$ cat src/rtl/xreg_pkg.sv
package xreg_pkg;
  localparam int XR_DATA_W   = 64;
  localparam int XR_NUM_GPR  = 31;
  localparam int XR_IDX_W    = $clog2(XR_NUM_GPR + 1);
  localparam int XR_LINK_IDX = 30;

  // per read port: what the index resolves to
  typedef struct packed {
    logic                isZero;
    logic                isSp;
    logic [XR_IDX_W-1:0] idx;
    logic                narrow;
  } rdSel_t;

  // write strobes from control to datapath
  typedef struct packed {
    logic                gprWe;
    logic [XR_IDX_W-1:0] gprSel;
    logic                spWe;
    logic                narrow;
    logic                linkWe;
  } wrStrobe_t;
endpackage

$ cat src/rtl/xreg_ctrl.sv
module xreg_ctrl
  import xreg_pkg::*;
#(
  parameter int NUM_RD   = 2,
  parameter int LINK_IDX = XR_LINK_IDX
) (
  input  logic                             clk,
  input  logic                             rstN,
  input  logic [NUM_RD-1:0][XR_IDX_W-1:0]  rdIdx,
  input  logic [NUM_RD-1:0]                rdSpMode,
  input  logic [NUM_RD-1:0]                rdNarrow,
  output rdSel_t [NUM_RD-1:0]              rdSel,
  input  logic                             wrEn,
  input  logic [XR_IDX_W-1:0]              wrIdx,
  input  logic                             wrSpMode,
  input  logic                             wrNarrow,
  input  logic                             linkEn,
  output wrStrobe_t                        wrStb
);
  localparam logic [XR_IDX_W-1:0] ALIAS_IDX = XR_IDX_W'((1 << XR_IDX_W) - 1);
  localparam logic [XR_IDX_W-1:0] LINK_SEL  = XR_IDX_W'(LINK_IDX);

  for (genvar p = 0; p < NUM_RD; p++) begin : g_rd
    logic aliasHit;
    assign aliasHit = (rdIdx[p] == ALIAS_IDX);
    assign rdSel[p] = '{isZero: aliasHit && !rdSpMode[p],
                        isSp:   aliasHit &&  rdSpMode[p],
                        idx:    rdIdx[p],
                        narrow: rdNarrow[p]};
  end

  logic wrAliasHit;
  logic linkClash;

  always_comb begin
    wrAliasHit   = (wrIdx == ALIAS_IDX);
    linkClash    = linkEn && (wrIdx == LINK_SEL);
    wrStb.gprWe  = wrEn && !wrAliasHit && !linkClash;
    wrStb.gprSel = wrIdx;
    wrStb.spWe   = wrEn && wrAliasHit && wrSpMode;
    wrStb.narrow = wrNarrow;
    wrStb.linkWe = linkEn;
  end

  // a zero-mode write of the alias index raises no strobe
  p_zero_sink_r4: assert property (@(posedge clk) disable iff (!rstN)
    (wrEn && wrIdx == ALIAS_IDX && !wrSpMode) |-> !(wrStb.gprWe || wrStb.spWe));

  // the strobe beats the port on register 30
  p_link_priority_r8: assert property (@(posedge clk) disable iff (!rstN)
    (linkEn && wrIdx == LINK_SEL) |-> !wrStb.gprWe);
endmodule

$ cat src/rtl/xreg_datapath.sv
module xreg_datapath
  import xreg_pkg::*;
#(
  parameter int DATA_W   = XR_DATA_W,
  parameter int NUM_GPR  = XR_NUM_GPR,
  parameter int LINK_IDX = XR_LINK_IDX,
  parameter int NUM_RD   = 2
) (
  input  logic                           clk,
  input  logic                           rstN,
  input  logic [DATA_W-1:0]              spResetVal,
  input  wrStrobe_t                      wrStb,
  input  logic [DATA_W-1:0]              wrData,
  input  logic [DATA_W-1:0]              linkAddr,
  input  rdSel_t [NUM_RD-1:0]            rdSel,
  output logic [NUM_RD-1:0][DATA_W-1:0]  rdData
);
  localparam int HALF_W = DATA_W / 2;

  logic [DATA_W-1:0] gpr [NUM_GPR];
  logic [DATA_W-1:0] sp;
  logic [DATA_W-1:0] wrVal;

  assign wrVal = wrStb.narrow ? {{(DATA_W-HALF_W){1'b0}}, wrData[HALF_W-1:0]} : wrData;

  always_ff @(posedge clk) begin
    if (wrStb.gprWe)  gpr[wrStb.gprSel] <= wrVal;
    if (wrStb.linkWe) gpr[LINK_IDX]     <= linkAddr;
  end

  always_ff @(posedge clk) begin
    if (!rstN)           sp <= spResetVal;
    else if (wrStb.spWe) sp <= wrVal;
  end

  for (genvar p = 0; p < NUM_RD; p++) begin : g_rdPort
    logic [DATA_W-1:0] raw;
    always_comb begin
      if (rdSel[p].isZero)    raw = '0;
      else if (rdSel[p].isSp) raw = sp;
      else                    raw = gpr[rdSel[p].idx];
    end
    assign rdData[p] = rdSel[p].narrow ? {{(DATA_W-HALF_W){1'b0}}, raw[HALF_W-1:0]} : raw;
  end

  // the strobe lands its address in register 30
  p_link_store_r7: assert property (@(posedge clk) disable iff (!rstN)
    ($past(rstN) && $past(wrStb.linkWe)) |-> (gpr[LINK_IDX] == $past(linkAddr)));

  // the stack pointer moves only on its own strobe
  p_sp_hold_r4: assert property (@(posedge clk) disable iff (!rstN)
    ($past(rstN) && !$past(wrStb.spWe)) |-> $stable(sp));

  // a 32-bit stack pointer write leaves the upper half clear
  p_sp_narrow_r6: assert property (@(posedge clk) disable iff (!rstN)
    ($past(rstN) && $past(wrStb.spWe && wrStb.narrow)) |-> (sp[DATA_W-1:HALF_W] == '0));
endmodule

$ cat src/rtl/xreg_file.sv
module xreg_file
  import xreg_pkg::*;
#(
  parameter int DATA_W   = XR_DATA_W,
  parameter int NUM_GPR  = XR_NUM_GPR,
  parameter int LINK_IDX = XR_LINK_IDX
) (
  input  logic                clk,
  input  logic                rstN,
  input  logic [DATA_W-1:0]   spResetVal,
  input  logic [XR_IDX_W-1:0] rdIdxA,
  input  logic                rdSpModeA,
  input  logic                rdNarrowA,
  output logic [DATA_W-1:0]   rdDataA,
  input  logic [XR_IDX_W-1:0] rdIdxB,
  input  logic                rdSpModeB,
  input  logic                rdNarrowB,
  output logic [DATA_W-1:0]   rdDataB,
  input  logic                wrEn,
  input  logic [XR_IDX_W-1:0] wrIdx,
  input  logic                wrSpMode,
  input  logic                wrNarrow,
  input  logic [DATA_W-1:0]   wrData,
  input  logic                linkEn,
  input  logic [DATA_W-1:0]   linkAddr
);
  localparam int NUM_RD = 2;
  localparam int HALF_W = DATA_W / 2;
  localparam logic [XR_IDX_W-1:0] ALIAS_IDX = XR_IDX_W'((1 << XR_IDX_W) - 1);

  logic [NUM_RD-1:0][XR_IDX_W-1:0] rdIdxV;
  logic [NUM_RD-1:0]               rdSpModeV;
  logic [NUM_RD-1:0]               rdNarrowV;
  logic [NUM_RD-1:0][DATA_W-1:0]   rdDataV;
  rdSel_t [NUM_RD-1:0]             rdSel;
  wrStrobe_t                       wrStb;

  assign rdIdxV    = {rdIdxB, rdIdxA};
  assign rdSpModeV = {rdSpModeB, rdSpModeA};
  assign rdNarrowV = {rdNarrowB, rdNarrowA};
  assign rdDataA   = rdDataV[0];
  assign rdDataB   = rdDataV[1];

  xreg_ctrl #(.NUM_RD(NUM_RD), .LINK_IDX(LINK_IDX)) i_ctrl (
    .clk(clk), .rstN(rstN),
    .rdIdx(rdIdxV), .rdSpMode(rdSpModeV), .rdNarrow(rdNarrowV), .rdSel(rdSel),
    .wrEn(wrEn), .wrIdx(wrIdx), .wrSpMode(wrSpMode), .wrNarrow(wrNarrow),
    .linkEn(linkEn), .wrStb(wrStb)
  );

  xreg_datapath #(.DATA_W(DATA_W), .NUM_GPR(NUM_GPR), .LINK_IDX(LINK_IDX), .NUM_RD(NUM_RD)) i_dp (
    .clk(clk), .rstN(rstN), .spResetVal(spResetVal),
    .wrStb(wrStb), .wrData(wrData), .linkAddr(linkAddr),
    .rdSel(rdSel), .rdData(rdDataV)
  );

  // zero-mode alias reads are zero on both ports
  p_zero_read_a_r3: assert property (@(posedge clk) disable iff (!rstN)
    (rdIdxA == ALIAS_IDX && !rdSpModeA) |-> (rdDataA == '0));
  p_zero_read_b_r3: assert property (@(posedge clk) disable iff (!rstN)
    (rdIdxB == ALIAS_IDX && !rdSpModeB) |-> (rdDataB == '0));

  // 32-bit reads never drive the upper half
  p_narrow_read_r2: assert property (@(posedge clk) disable iff (!rstN)
    (rdNarrowA |-> rdDataA[DATA_W-1:HALF_W] == '0) and (rdNarrowB |-> rdDataB[DATA_W-1:HALF_W] == '0));
endmodule

$ cat config.mk
export PLATFORM = sky130hd
export DESIGN_NAME = xreg_file
export DESIGN_NICKNAME = d
export VERILOG_FILES = /design/src/rtl/xreg_pkg.sv /design/src/rtl/xreg_ctrl.sv /design/src/rtl/xreg_datapath.sv /design/src/rtl/xreg_file.sv
export SDC_FILE = /design/constraint.sdc
export NUM_CORES = 2
export LEC_CHECK = 0
export BUFFER_PORTS_ARGS = -buffer_cell sky130_fd_sc_hd__buf_2
export CAP_MARGIN = 20
export CORE_ASPECT_RATIO = 1.2
export CORE_MARGIN = 3
export CORE_UTILIZATION = 40
export DETAILED_ROUTE_END_ITERATION = 16
export SLEW_MARGIN = 20
export SYNTH_ARGS = -nofsm -noshare
export SYNTH_HDL_FRONTEND = slang
export SYNTH_SLANG_ARGS = --single-unit
$ cat constraint.sdc
create_clock -name clk -period 16.7 [get_ports clk]
set_input_delay 2.505 -clock clk [delete_from_list [all_inputs] [get_ports clk]]
set_output_delay 2.505 -clock clk [all_outputs]
set_load 0.01 [all_outputs]
Word level (Yosys, flattened, before mapping) --
Memory sizes are Yosys's and may differ from the RTL's. Index checks and enable logic that the tools add are counted.
Cells by class: add/subtract/negate cells 0, multiply operators 0, divide/modulo/power cells 0, order comparisons 0, equality and inequality tests 5, shift-type cells 0, multiplexer cells 13, bitwise operators 0, reductions and logical operators 13
Operator list (number):
- 64-bit 2-to-1 mux | 9
- 5-bit == test, second input constant | 4
- 1-bit logical AND | 9
- 1-bit logical NOT | 4
- 1-bit 2-to-1 mux | 4
- 2-bit by 1-bit != test with 1-bit output, second input constant | 1
Storage, ports and cells: register bits after elaboration 64, bits in latches 0, bits in writable memories 1984, ROM bits 0, input port bits 217, output and inout bits 128, logic and storage cells 33, memories kept 1
Memory list:
- i_dp.gpr | depth 31, bits a word 64, read ports 2, clocked after memory_dff 0, write ports 2, line xreg_datapath.sv:20 | logic [DATA_W-1:0] gpr [NUM_GPR];

Logic depth before layout (Yosys ltp) --
depth in word-level cells 6, gate-level depth with buffers 11

Modules after synthesis --
From an unflattened synthesis, not the netlist that was laid out.
Unflattened totals: cell total of the unflattened synthesis 5127, area, all modules 97140.7 um^2
By module, submodules not included:
- xreg_datapath | instances 1, cells each 5093, area each 96924.2 um^2
- xreg_ctrl | instances 1, cells each 34, area each 216.5 um^2

Worst setup path after synthesis --
OpenSTA, ideal clock, no wires.
kind input -> register, start input wrIdx[4], end memory i_dp.gpr[17][0] in the netlist's numbering, enable pin, data arrival time 7.698 ns, required time 16.122 ns, path slack 8.424 ns, stages on the path 4, buffers on the path 1, cell sequence clkbuf_1 > nor2b_1 > nand2_1 > nor3b_1
RTL lines:
- start, declared | line xreg_file.sv:20 | input logic [XR_IDX_W-1:0] wrIdx,
- end, declared | line xreg_datapath.sv:20

Final worst setup path --
start input rdIdxB[0], end output rdDataB[3]
Between the ends: cells in the longest elaborated chain, start to end 5, elaborated cells between the ends (all ways) 7, those cells by class eq/ne (1); mux (3); reduce/logical (2); memory (1)
RTL lines:
- start, declared | line xreg_file.sv:15 | input logic [XR_IDX_W-1:0] rdIdxB,
- branches (longest 3 deep; another with memory read 31 x 64 bit)
- 64-bit 2-to-1 mux * | line xreg_datapath.sv:39 | if (rdSel[p].isZero) raw = '0;
- 64-bit 2-to-1 mux * | line xreg_datapath.sv:43 | assign rdData[p] = rdSel[p].narrow ? {{(DATA_W-HALF_W){1'b0}}, raw[HALF_W-1:0]} : raw;
- end, declared | line xreg_file.sv:18 | output logic [DATA_W-1:0] rdDataB,
Every way passes the cells marked *.

==> results.toml <==
[yosys]
yosysSeqAreaShare_pct = 63.54
synthesis.nets = 5434
synthCells = 5217
synth_top_area_share_pct = 63.54
synth.most_common_cell = "edfxtp_1"
synth_edf_count = 2048
ys_seq_elements = 2048
async_reset_ff_share_pct = 0
synth_area_sq_um = 96790
yosysTopAreaCell = "edfxtp_1"
synth_ff_type = "edfxtp_1"
ys_types = 64
synth_common_cells = "edfxtp_1, mux4_2, mux2i_1"
yosys-top-cells-area = "edfxtp_1, mux4_2, mux2i_1"
yosysWarnings = 0
avgSynthCellArea_sq_um = 18.55

[global_routing]
grt_pass1_vias = 59390
grt_max_degree = 119
use_met1_pct = 36.29
overflow = 0
grt_use_total_pct = 27.74
grt_antenna_before_repair = 44
use_met3_pct = 5.237
grt_pass1_wl_um = 477700
grt-busiest-layer = "met2"
use_met2_pct = 44.29

[critical_path]
cp.required_ns = 14.20
path_depth = 9
cp_common_cell = "buf_4"
worst-path-buf-inv = 5
worstPathCellList = "buf_8 > buf_4 > buf_4 > buf_4 > mux4_2 > mux4_2 > nand3_1 > nand2_1 > buf_2"
critPathKind = "in -> out"
crit_path_start_kind = "input pin"
cp_slowest_cell = "buf_4"
setup.worst_path.end_class = "output pin"
path_max_fanout = 58
critical_path_arrival_ns = 7.18
slowest_delay_ns = 0.84
cpLargestDelayFamily = "buffers and inverters"

[cts]
tritoncts = "yes"
root_buffer = "clkbuf_16"
cts_resized = 0
cts_sinks = 2048
ctsHoldBuffers = 0
clockBufferDepth = 3
clk_pin_slew_ns = 0.06
cts-buffers-inserted = 215
htreeDepth = 4
cts_setup_buffers = 0

[pwr]
power_w = 0.01166
p_leak_nw = 33.90
powerDensity_nw_per_um2 = 106.8
ir_worst_vdd_v = 0.0001215

[flow_run]
cap_violations = 0

[detailed_routing]
routedWlPerCell_um = 39.00
ant_nets = 0
drcViolationCount = 0
firstDrtPassIters = 6
drt-initial-drc-count = 8325
via_count = 59400
avgViaCountPerCell = 6.671
wl_um = 347200

[sta]
tightest_slew_ns = 1.246
min_period_over_period_pct = 57.99
slew_headroom_pct = 16.04
setup_tns_ns = 0
fmax_mhz = 103.3
fin_crit_ns = 9.684
finalSetupViolCount = 0
rsz0062_at_grt = "false"
finalHoldViolCount = 0
slew_violations = 0
setup_ws_ns = 7.016
hold_slack_ns = 1.935

[layout]
drive_gt1_share_pct = 34.53
areaGrowthSynthToFinish_pct = 12.88
final_core_util_pct = 45.46
final_net_count = 5749

[die]
core_area_sq_um = 240300
rows = 197
io_pins = 345
die_x_um = 455.1
dieArea_sq_um = 247900
dieHeight_um = 544.9
initial_utilization_pct = 40.27

[placed_design]
place_congestion = 0.8476
place_ws_ns = 6.894
hpwl_um = 201300
port_buffers = 344

[run_status]
status = "completed"

[hold_path]
hold_class = "in -> reg"
min_path_cells = 2
-- cells in the final DEF, fill, tap and decap left out, types with 28 or more instances in the layout --
cell and count:
edfxtp_1 2048, mux4_2 896, mux2i_1 332, buf_2 332
nand2_1 237, clkbuf_16 222, mux2_2 170, o21ai_0 169
buf_4 169, o22ai_1 109, a21oi_1 98, nor2_1 84
nand3_1 60, o211ai_1 59, nand2b_1 54, clkbuf_1 52
clkinv_1 49, a211oi_1 44, a2bb2oi_1 40, clkinv_2 31
nor2b_1 30, a221oi_1 29, nor3_1 28
-- sequential cells by signal, indices dropped and copies added, names as in the netlist --
register / cells
i_dp.gpr: 1984
i_dp.sp: 64
-- metrics by stage --
stage,std cells,cell area [sq um]
6_report,8904,109300
4_1_cts,8887,109100
5_1_grt,8897,109200
3_5_place_dp,8499,102300
2_1_floorplan,5217,96790
3_3_place_gp,8497,102200
-- worst paths after layout --
check,start,end
max,rdIdxB[0],rdDataB[3]
min,linkAddr[41],i_dp.gpr[30][41]$_DFFE_PP_
-- routing by layer --
metal	vias up	share of wire, %
met5	-	0.020
met4	12	5.9
met3	780	10
met2	3933	48
met1	31850	36
li1	22830	-
-- power breakdown --
group          switching, W  internal, W  total (W)
Combinational      0.000685     0.000419    0.00110
Sequential        0.0000494      0.00576    0.00580
Clock               0.00203      0.00272    0.00476
-- logic make-up after synthesis --
logic type,count (synthesis),share of synthesized area (%)
flip-flops,2048,63.54
multiplexers,1398,26.26
AO/OA/AOI/OAI,698,4.804
AND/OR/NAND/NOR,645,3.199
buffers and inverters,428,2.199
-- layout make-up --
class / instances / area (sq um)
multi-input cells: 2741 / 33620
fillers: 20460 / 131100
repair buffers: 517 / 3206
diodes: 17 / 42.54
clock buffers: 274 / 5751
well taps: 3184 / 3984
inverters: 9 / 46.29
clock inverters: 114 / 1107
flip-flops and latches: 2048 / 61500
Power figures use the tool's default switching activity.
